### config.mk
export PLATFORM = sky130hd
export DESIGN_NAME = twi_mem_target
export DESIGN_NICKNAME = d
export VERILOG_FILES = /design/src/rtl/tw_mem_pkg.sv /design/src/rtl/tw_line_sync.sv /design/src/rtl/tw_bus_events.sv /design/src/rtl/tw_sel_match.sv /design/src/rtl/twi_mem_target.sv
export SDC_FILE = /design/constraint.sdc
export NUM_CORES = 1
export LEC_CHECK = 0
export BUFFER_PORTS_ARGS = -buffer_cell sky130_fd_sc_hd__buf_2
export CAP_MARGIN = 0
export CORE_UTILIZATION = 35
export CTS_CLUSTER_SIZE = 20
export DETAILED_ROUTE_END_ITERATION = 7
export PLACE_DENSITY = 0.63
export SLEW_MARGIN = 20
export SYNTH_ARGS = -nofsm -noshare
export SYNTH_HDL_FRONTEND = slang
export SYNTH_SLANG_ARGS = --single-unit
### constraint.sdc
create_clock -name clk -period 2.7 [get_ports clk]
set_input_delay 0.135 -clock clk [delete_from_list [all_inputs] [get_ports clk]]
set_output_delay 0.135 -clock clk [all_outputs]
set_load 0.1 [all_outputs]
### src/rtl/tw_mem_pkg.sv
package tw_mem_pkg;

    typedef enum logic [2:0] {
        PH_IDLE  = 3'd0,
        PH_SEL   = 3'd1,
        PH_ADDR  = 3'd2,
        PH_WDATA = 3'd3,
        PH_RDATA = 3'd4
    } phase_e;

    localparam logic [3:0] MEM_TYPE_CODE = 4'b1010;
    localparam logic [3:0] BIT_ACK_SLOT  = 4'd8;
    localparam logic [3:0] BIT_ACK_DONE  = 4'd9;

endpackage

### src/rtl/tw_line_sync.sv
module tw_line_sync #(
    parameter int STAGES = 2
) (
    input  logic clk,
    input  logic rst_n,
    input  logic raw_i,
    output logic lvl_o,
    output logic prv_o
);
    logic [STAGES:0] chain_d, chain_q;

    always_comb begin
        chain_d = {chain_q[STAGES-1:0], raw_i};
    end

    always_ff @(posedge clk or negedge rst_n) begin
        if (!rst_n) chain_q <= '1;
        else        chain_q <= chain_d;
    end

    assign lvl_o = chain_q[STAGES-1];
    assign prv_o = chain_q[STAGES];
endmodule

### src/rtl/tw_bus_events.sv
module tw_bus_events (
    input  logic scl_lvl_i,
    input  logic scl_prv_i,
    input  logic sda_lvl_i,
    input  logic sda_prv_i,
    output logic start_o,
    output logic stop_o,
    output logic rise_o,
    output logic fall_o
);
    logic scl_held;

    always_comb begin
        scl_held = scl_lvl_i & scl_prv_i;
        start_o  = scl_held & sda_prv_i & ~sda_lvl_i;
        stop_o   = scl_held & ~sda_prv_i & sda_lvl_i;
        rise_o   = scl_lvl_i & ~scl_prv_i;
        fall_o   = ~scl_lvl_i & scl_prv_i;
    end
endmodule

### src/rtl/tw_sel_match.sv
module tw_sel_match #(
    parameter logic [3:0] TYPE_CODE = 4'b1010
) (
    input  logic [5:0] sel_hi_i,
    input  logic [1:0] ce_i,
    output logic       hit_o
);
    always_comb begin
        hit_o = (sel_hi_i[5:2] == TYPE_CODE) && (sel_hi_i[1:0] == ce_i);
    end
endmodule

### src/rtl/twi_mem_target.sv
module twi_mem_target
    import tw_mem_pkg::*;
#(
    parameter int ADDR_W      = 16,
    parameter int PAGE_W      = 8,
    parameter int SYNC_STAGES = 2
) (
    input  logic              clk,
    input  logic              rst_n,
    input  logic              scl_i,
    input  logic              sda_i,
    output logic              sda_drive_o,
    input  logic [1:0]        ce_i,
    input  logic              wr_lock_i,
    output logic [ADDR_W-1:0] mem_addr_o,
    output logic              mem_we_o,
    output logic [7:0]        mem_wdata_o,
    output logic              mem_re_o,
    input  logic [7:0]        mem_rdata_i
);
    localparam int ADDR_BYTES = ADDR_W / 8;
    localparam int ABYTE_W    = $clog2(ADDR_BYTES + 1);
    localparam int N_LINES    = 2;

    typedef struct packed {
        phase_e              ph;
        phase_e              nxt;
        logic [3:0]          bits;
        logic [7:0]          sh;
        logic [7:0]          rbuf;
        logic                rd_wait;
        logic [ADDR_W-1:0]   ptr;
        logic [ABYTE_W-1:0]  abyte;
        logic                drive;
        logic                we;
        logic                re;
        logic [ADDR_W-1:0]   maddr;
        logic [7:0]          wdata;
    } ctl_t;

    ctl_t q, n;

    logic [N_LINES-1:0] raw_w, lvl_w, prv_w;
    logic scl_lvl, sda_lvl;
    logic start_w, stop_w, rise_w, fall_w;
    logic sel_hit;

    assign raw_w = {sda_i, scl_i};

    for (genvar g = 0; g < N_LINES; g++) begin : g_line
        tw_line_sync #(.STAGES(SYNC_STAGES)) u_sync (
            .clk   (clk),
            .rst_n (rst_n),
            .raw_i (raw_w[g]),
            .lvl_o (lvl_w[g]),
            .prv_o (prv_w[g])
        );
    end

    assign scl_lvl = lvl_w[0];
    assign sda_lvl = lvl_w[1];

    tw_bus_events u_events (
        .scl_lvl_i (lvl_w[0]),
        .scl_prv_i (prv_w[0]),
        .sda_lvl_i (lvl_w[1]),
        .sda_prv_i (prv_w[1]),
        .start_o   (start_w),
        .stop_o    (stop_w),
        .rise_o    (rise_w),
        .fall_o    (fall_w)
    );

    tw_sel_match #(.TYPE_CODE(MEM_TYPE_CODE)) u_match (
        .sel_hi_i (q.sh[7:2]),
        .ce_i     (ce_i),
        .hit_o    (sel_hit)
    );

    always_comb begin
        n         = q;
        n.we      = 1'b0;
        n.re      = 1'b0;
        n.rd_wait = q.re;
        if (q.rd_wait) n.rbuf = mem_rdata_i;

        if (start_w) begin
            n.ph    = PH_SEL;
            n.bits  = '0;
            n.drive = 1'b0;
        end else if (stop_w) begin
            n.ph    = PH_IDLE;
            n.bits  = '0;
            n.drive = 1'b0;
        end else if (q.ph != PH_IDLE) begin
            if (rise_w) begin
                if (q.bits < BIT_ACK_SLOT) begin
                    if (q.ph != PH_RDATA) n.sh = {q.sh[6:0], sda_lvl};
                    n.bits = q.bits + 4'd1;
                end else if (q.bits == BIT_ACK_SLOT) begin
                    n.bits = BIT_ACK_DONE;
                    if (q.ph == PH_RDATA) begin
                        if (!sda_lvl) begin
                            n.nxt   = PH_RDATA;
                            n.re    = 1'b1;
                            n.maddr = q.ptr;
                            n.ptr   = q.ptr + ADDR_W'(1);
                        end else begin
                            n.nxt = PH_IDLE;
                        end
                    end
                end
            end else if (fall_w) begin
                if (q.bits == BIT_ACK_SLOT) begin
                    case (q.ph)
                        PH_SEL: begin
                            if (sel_hit) begin
                                n.drive = 1'b1;
                                if (q.sh[0]) begin
                                    n.nxt   = PH_RDATA;
                                    n.re    = 1'b1;
                                    n.maddr = q.ptr;
                                    n.ptr   = q.ptr + ADDR_W'(1);
                                end else begin
                                    n.nxt   = PH_ADDR;
                                    n.abyte = '0;
                                end
                            end else begin
                                n.ph = PH_IDLE;
                            end
                        end
                        PH_ADDR: begin
                            n.drive = 1'b1;
                            n.ptr   = (q.ptr << 8) | ADDR_W'(q.sh);
                            n.abyte = q.abyte + ABYTE_W'(1);
                            n.nxt   = (q.abyte == ABYTE_W'(ADDR_BYTES - 1)) ? PH_WDATA : PH_ADDR;
                        end
                        PH_WDATA: begin
                            if (!wr_lock_i) begin
                                n.drive = 1'b1;
                                n.we    = 1'b1;
                                n.maddr = q.ptr;
                                n.wdata = q.sh;
                                n.ptr   = {q.ptr[ADDR_W-1:PAGE_W], q.ptr[PAGE_W-1:0] + PAGE_W'(1)};
                                n.nxt   = PH_WDATA;
                            end else begin
                                n.nxt = PH_IDLE;
                            end
                        end
                        PH_RDATA: n.drive = 1'b0;
                        default:  n.drive = 1'b0;
                    endcase
                end else if (q.bits == BIT_ACK_DONE) begin
                    n.bits = '0;
                    n.ph   = q.nxt;
                    if (q.nxt == PH_RDATA) begin
                        n.sh    = q.rbuf;
                        n.drive = ~q.rbuf[7];
                    end else begin
                        n.drive = 1'b0;
                    end
                end else if (q.ph == PH_RDATA) begin
                    n.sh    = {q.sh[6:0], 1'b0};
                    n.drive = ~q.sh[6];
                end
            end
        end
    end

    always_ff @(posedge clk or negedge rst_n) begin
        if (!rst_n) q <= '0;
        else        q <= n;
    end

    assign sda_drive_o = q.drive;
    assign mem_addr_o  = q.maddr;
    assign mem_we_o    = q.we;
    assign mem_wdata_o = q.wdata;
    assign mem_re_o    = q.re;
endmodule

## Word-level counts from Yosys, hierarchy flattened

Index checks and enable logic that the tools add are counted.
W data, S select, Z words.

- Word-level logic and storage cells: 163
- Register bits after elaboration: 78
- Output and inout bits: 27

- Multiplexer cells: 69
- Add/subtract/negate cells: 4
- Bitwise operators: 18
- Reduce and logical (&&, ||, !) cells: 24
- Order comparisons: 1
- Equal/unequal tests: 31

Operators by type and width:

| cell | number |
|---|---|
| $mux W17 | 7 |
| $mux W16 | 6 |
| $mux W26 | 3 |
| $mux W8 | 8 |
| $mux W18 | 3 |
| $pmux W16 S3 | 1 |
| $mux W45 | 1 |
| $mux W3 | 13 |
| $reduce_and A12 Y1 | 3 |
| $pmux W16 S2 | 1 |
| $mux W27 | 1 |
| $reduce_and A9 Y1 | 3 |
| $mux W24 | 1 |
| $mux W19 | 1 |
| $reduce_bool A3 Y1 | 6 |
| $add A16 B1 Y16 const B | 1 |
| $mux W4 | 4 |
| $or A16 B8 Y16 | 1 |
| $reduce_bool A4 Y1 | 4 |
| $mux W15 | 1 |
| $ne A3 B3 Y1 const B | 5 |
| $eq A4 B4 Y1 const B | 3 |
| $mux W12 | 1 |
| $ne A2 B2 Y1 const B | 6 |
| other kinds (29) | 63 |

## Depth between registers and ports, before layout

- Depth after elaboration: 10
- Mapped depth: 9

## Modules after synthesis

Synthesis repeated with hierarchy kept, for this count alone.

- Cell total of the unflattened synthesis: 412
- Area total of the unflattened synthesis: 4276.6 sq um

Modules (own cells, without submodules):

| module | sequential area each (sq um) | area each (sq um) | cells each | instances |
|---|---|---|---|---|
| twi_mem_target | 1801.7 | 4052.6 | 398 | 1 |
| tw_line_sync | 78.8 | 78.8 | 3 | 2 |
| tw_sel_match | 0.0 | 33.8 | 4 | 1 |
| tw_bus_events | 0.0 | 32.5 | 4 | 1 |

## Worst setup path before layout

No wires, ideal clock.

- Path type: flip-flop to flip-flop
- Start: register g_line[0].u_sync.chain_q[2]
- End: register q[55] (netlist bit)
- Cell stages (with the launch flop): 8
- Buffers on the path: 2
- Arrival time: 2.201 ns
- Slack: 0.374 ns
- Path through: dfstp_2 > inv_1 > ha_1 > clkbuf_1 > clkbuf_1 > nor2_1 > mux2_2 > mux2_2

- Cells in the longest elaborated chain, start to end: 5
- Elaborated cells on any way between the ends: 18

RTL lines:

| element | line | source |
|---|---|---|
| start: declaration | tw_line_sync.sv:10 | `logic [STAGES:0] chain_d, chain_q;` |
| start signal: assignment | tw_line_sync.sv:18 | `else chain_q <= chain_d;` |
| $and A1 B1 Y1 | tw_bus_events.sv:14 | `scl_held = scl_lvl_i & scl_prv_i;` |
| $and A1 B1 Y1, on equally long branches (2 in a row) | tw_bus_events.sv:16, tw_bus_events.sv:15 |  |
| $not A1 Y1 (no line) | n/a |  |
| $reduce_and A9 Y1 (no line) | n/a |  |
| end signal: assignment | twi_mem_target.sv:172 | `else q <= n;` |
| end: declaration | twi_mem_target.sv:41 | `ctl_t q, n;` |

Parallel ways exist; a longest one is shown, timed or not.
A chain may end at the register's enable or synchronous reset.

## Worst setup path in the final report

- Start: register g_line[0].u_sync.chain_q[2]
- End: register q[29] (netlist bit)

- Cells in the longest elaborated chain, start to end: 5
- Elaborated cells on any way between the ends: 20

RTL lines:

| element | line |
|---|---|
| $and A1 B1 Y1 | tw_bus_events.sv:14 |
| $and A1 B1 Y1, on equally long branches (2 in a row) | tw_bus_events.sv:16, tw_bus_events.sv:15 |
| $not A1 Y1 (no line) | n/a |
| $reduce_and A12 Y1 (no line) | n/a |

Parallel ways exist; a longest one is shown, timed or not.

==> summary.md <==
| Metric | Value |
|---|---|
| Slew headroom | `0.359` |
| Met3 wire length | `388 um` |
| Violated checks | `negative hold slack` |
| Initial antenna violation count | `0` |
| Multi-input logic area | `2010 sq um` |
| DIE AREA | `12700 sq um` |
| Ys flop type | `dfrtp_1` |
| Hold WC Path Type | `input port to asynchronous set/reset pin` |
| Number of synthesis warnings | `0` |
| Metal2 WL | `4580 um` |
| Tcrit/Tclk final | `0.913` |
| Syn avg cell area | `11.0 sq um` |
| Synth Instances | `388` |
| Highest metal used | `met4` |
| Num CTS Buffers | `9` |
| Clock tree buffer depth | `2` |
| Antenna viol nets, final | `0` |
| Worst-margin pin slew | `0.961 ns` |
| Type of the worst setup path | `register to register` |
| Clk_lat worst skew | `0.34 ns` |
| Area Growth Syn to Fin | `12.1%` |
| CTS clk-pin slew, worst paths | `0.06 ns` |
| Worst Setup Slack, final | `0.236 ns` |
| Clock Sinks | `78` |
| Vias | `3130` |
| Slowest Stage Delay on Critical Path | `0.55 ns` |
| Nets@finish | `436` |
| Detailed Route Iter0 Violations | `262` |
| VDD IR-drop max | `0.274 mV` |
| Gr ovfl total | `0` |
| Leak pwr | `0.00218 uW` |
| Cells along the critical path | `inv_1 > ha_1 > and2_1 > a221oi_2 > nand2_1 > or2_1 > mux2_4` |
| WHS | `-0.0402 ns` |
| HPWL after DPL | `6680 um` |
| Number of global-route vias before repair | `3142` |
| # rows | `39` |
| Post-CTS setup buffer count | `0` |
| Root buffer cell | `clkbuf_16` |
| Setup TNS | `0 ns` |
| Post-cts gate resize count | `0` |
| Seq cells post-synth | `78` |
| Routed len/inst | `16.8 um` |
| Fmax | `406 MHz` |
| Setup crit start kind | `register` |
| Unrepaired setup endpoints after global routing | `no` |
| Clock skew | `0.00810 ns` |
| Netlist cell types | `62` |
| Crit end category | `register` |
| CTS tree | `done` |
| Die Wd | `113 um` |
| Port Buffers | `41` |
| GP Congestion | `0.854` |
| 1st-pass router iterations | `4` |
| H-tree Lvls | `3` |
| Fillcell total | `1098` |
| Die Ht | `113 um` |
| Routed WL | `9400 um` |
| PD cells | `510 nW/um^2` |
| Vias per cell | `5.58` |
| First-pass GRT wire length | `15700 um` |
| Tot GR Track Use | `0.158` |
| Post-synth EDFFs | `0` |
| Crit Path Max Fanout | `11` |
| Sequential area share after synthesis | `0.458` |
| CORE AREA | `11700 sq um` |
| Dpl ws | `0.243 ns` |
| Slowest library cell on the worst path | `dfstp_2` |
| Reg area | `1960 sq um` |
| Post-Syn Area | `4270 sq um` |
| WL met1 | `4270 um` |
| Crit path DAT | `2.69 ns` |
| Fraction of layout cells with a size suffix above 1 | `0.309` |
| Hold Fails Final Rpt | `72` |
| Async SR Flop Fraction | `1.00` |
| Final min period | `2.46 ns` |
| Antenna cells | `0` |
| Post-Syn Nets | `411` |
| Starting Density | `0.366` |
| Boundary Pins | `42` |
| Drt drc | `0` |
| Crit-path leading delay family | `simple AND/OR/NAND/NOR gates` |
| Status | `complete, but fails checks` |
| WP data required | `2.92 ns` |
| Slew Viols, Final | `0` |
| Largest net degree at the start of global routing | `79` |
| WP buf/inv | `1` |
| Max-Cap Viols | `0` |
| Final setup violation count | `0` |
## power breakdown
part | switching [uW] | internal (uW)
combinational | 78.2 | 39.8
sequential | 9.23 | 1180
clock | 465 | 672
total | 552 | 1890
## final cells by class
| class | instances | share of cell area |
|---|---|---|
| clock buffer | 11 | 0.0528 |
| sequential | 78 | 0.409 |
| tap | 143 | 0.0373 |
| clock inverter | 5 | 0.00679 |
| inverter | 10 | 0.00783 |
| timing repair buffer | 55 | 0.0663 |
| multi-input combinational | 259 | 0.420 |
## metal layers
metal	GRT usage	up-vias
met5	0	-
met4	0.0711	0
met3	0.0373	15
met2	0.261	84
met1	0.196	1554
li1	-	1477
## final timing paths
check                                            start                           to  slack (ns)  cells past startpoint
min in group clk                        mem_rdata_i[4]                        q[50]        0.03                      2
setup reg to reg           g_line[0].u_sync.chain_q[2]                        q[29]        0.24                      7
max in group asynchronous                        rst_n                        q[53]        2.13                      1
hold / removal                                   rst_n               mem_addr_o[15]       -0.04                      1
hold reg to reg            g_line[0].u_sync.chain_q[0]  g_line[0].u_sync.chain_q[1]        0.35                      0
setup / recovery           g_line[0].u_sync.chain_q[2]                        q[29]        0.24                      7
## logic make-up after synthesis
family / Yosys count / synth area share
muxes: 46 / 0.123
DFF: 78 / 0.458
adders and majority gates: 8 / 0.0234
buffers and inverters: 51 / 0.0708
AOI/OAI and AO/OA: 102 / 0.175
and+or+nand+nor: 99 / 0.141
xor gates and xnor gates: 4 / 0.00820
## registers in the layout, summed over array words and instances, names as in the netlist
| name | flops |
|---|---|
| mem_addr_o | 16 |
| mem_wdata_o | 8 |
| g_line.u_sync.chain_q | 6 |
| mem_re_o | 1 |
| mem_we_o | 1 |
| q | 45 |
| sda_drive_o | 1 |
## cell usage in the layout, fill, tap and decap left out, types with 4 or more instances in the layout
| cell | n |
|---|---|
| inv_1 | 10 |
| nand3_1 | 6 |
| buf_4 | 13 |
| a21oi_1 | 18 |
| nand2_1 | 16 |
| dfstp_2 | 6 |
| buf_2 | 40 |
| o21ai_0 | 22 |
| o31ai_1 | 8 |
| ha_1 | 8 |
| nor3b_1 | 5 |
| clkbuf_16 | 9 |
| dfrtp_1 | 72 |
| a22o_1 | 17 |
| and3_1 | 5 |
| nor2_1 | 21 |
| nand4_1 | 4 |
| xor2_1 | 4 |
| mux2_2 | 40 |
| nor3_1 | 7 |
| a31oi_1 | 7 |
| or3b_1 | 4 |
## cells in the mapped netlist, types with 3 or more instances
cell	number	area, sq um
nand4_1	4	25.0
a22o_1	17	149
xor2_1	4	35.0
nand2b_1	3	18.8
nand2_1	16	60.1
a31oi_1	7	43.8
mux2_4	3	45.0
a21oi_1	18	90.1
nor4_1	3	18.8
mux2_2	40	450
buf_4	25	188
nand3b_1	3	22.5
o21a_1	3	22.5
nor2b_1	3	18.8
and4_1	3	26.3
and3_1	5	31.3
nand3_1	6	30.0
dfstp_2	6	158
nor3b_1	5	37.5
or3b_1	4	35.0
clkbuf_1	12	45.0
ha_1	8	100
inv_1	10	37.5
o21ai_0	22	110
mux2i_1	3	30.0
dfrtp_1	72	1800
nor3_1	7	35.0
o21bai_1	3	22.5
nor2_1	21	78.8
o31ai_1	8	60.1
a32oi_1	3	26.3
and3b_1	3	26.3
## worst reg2reg max path, delay by kind of cell (launching register included)
kind,cells,cell delay (ns)
compound gates,1,0.26
flops,1,0.55
fa+ha+maj,1,0.34
mux,1,0.34
buf+inv,1,0.04
simple gates,3,0.83
## timing repair
action / CTS / global route
hold buffers: 2 / 0
setup endpoints to repair: 0 / 0
hold endpoints to repair: 2 / 0
## metrics by stage
step	total power (uW)	instances	hold WS (ns)	util	area, sq um
6_report	2440	561	-0.0402	0.411	4790
2_1_floorplan	1270	388	-0.161	-	4270
4_1_cts	2480	561	0.00113	0.411	4790
3_3_place_gp	1320	543	0.241	0.385	4490
5_1_grt	2540	561	0.0258	0.411	4790
3_5_place_dp	1330	543	0.241	0.385	4490
Note: power is estimated with default switching activity, not from simulation.
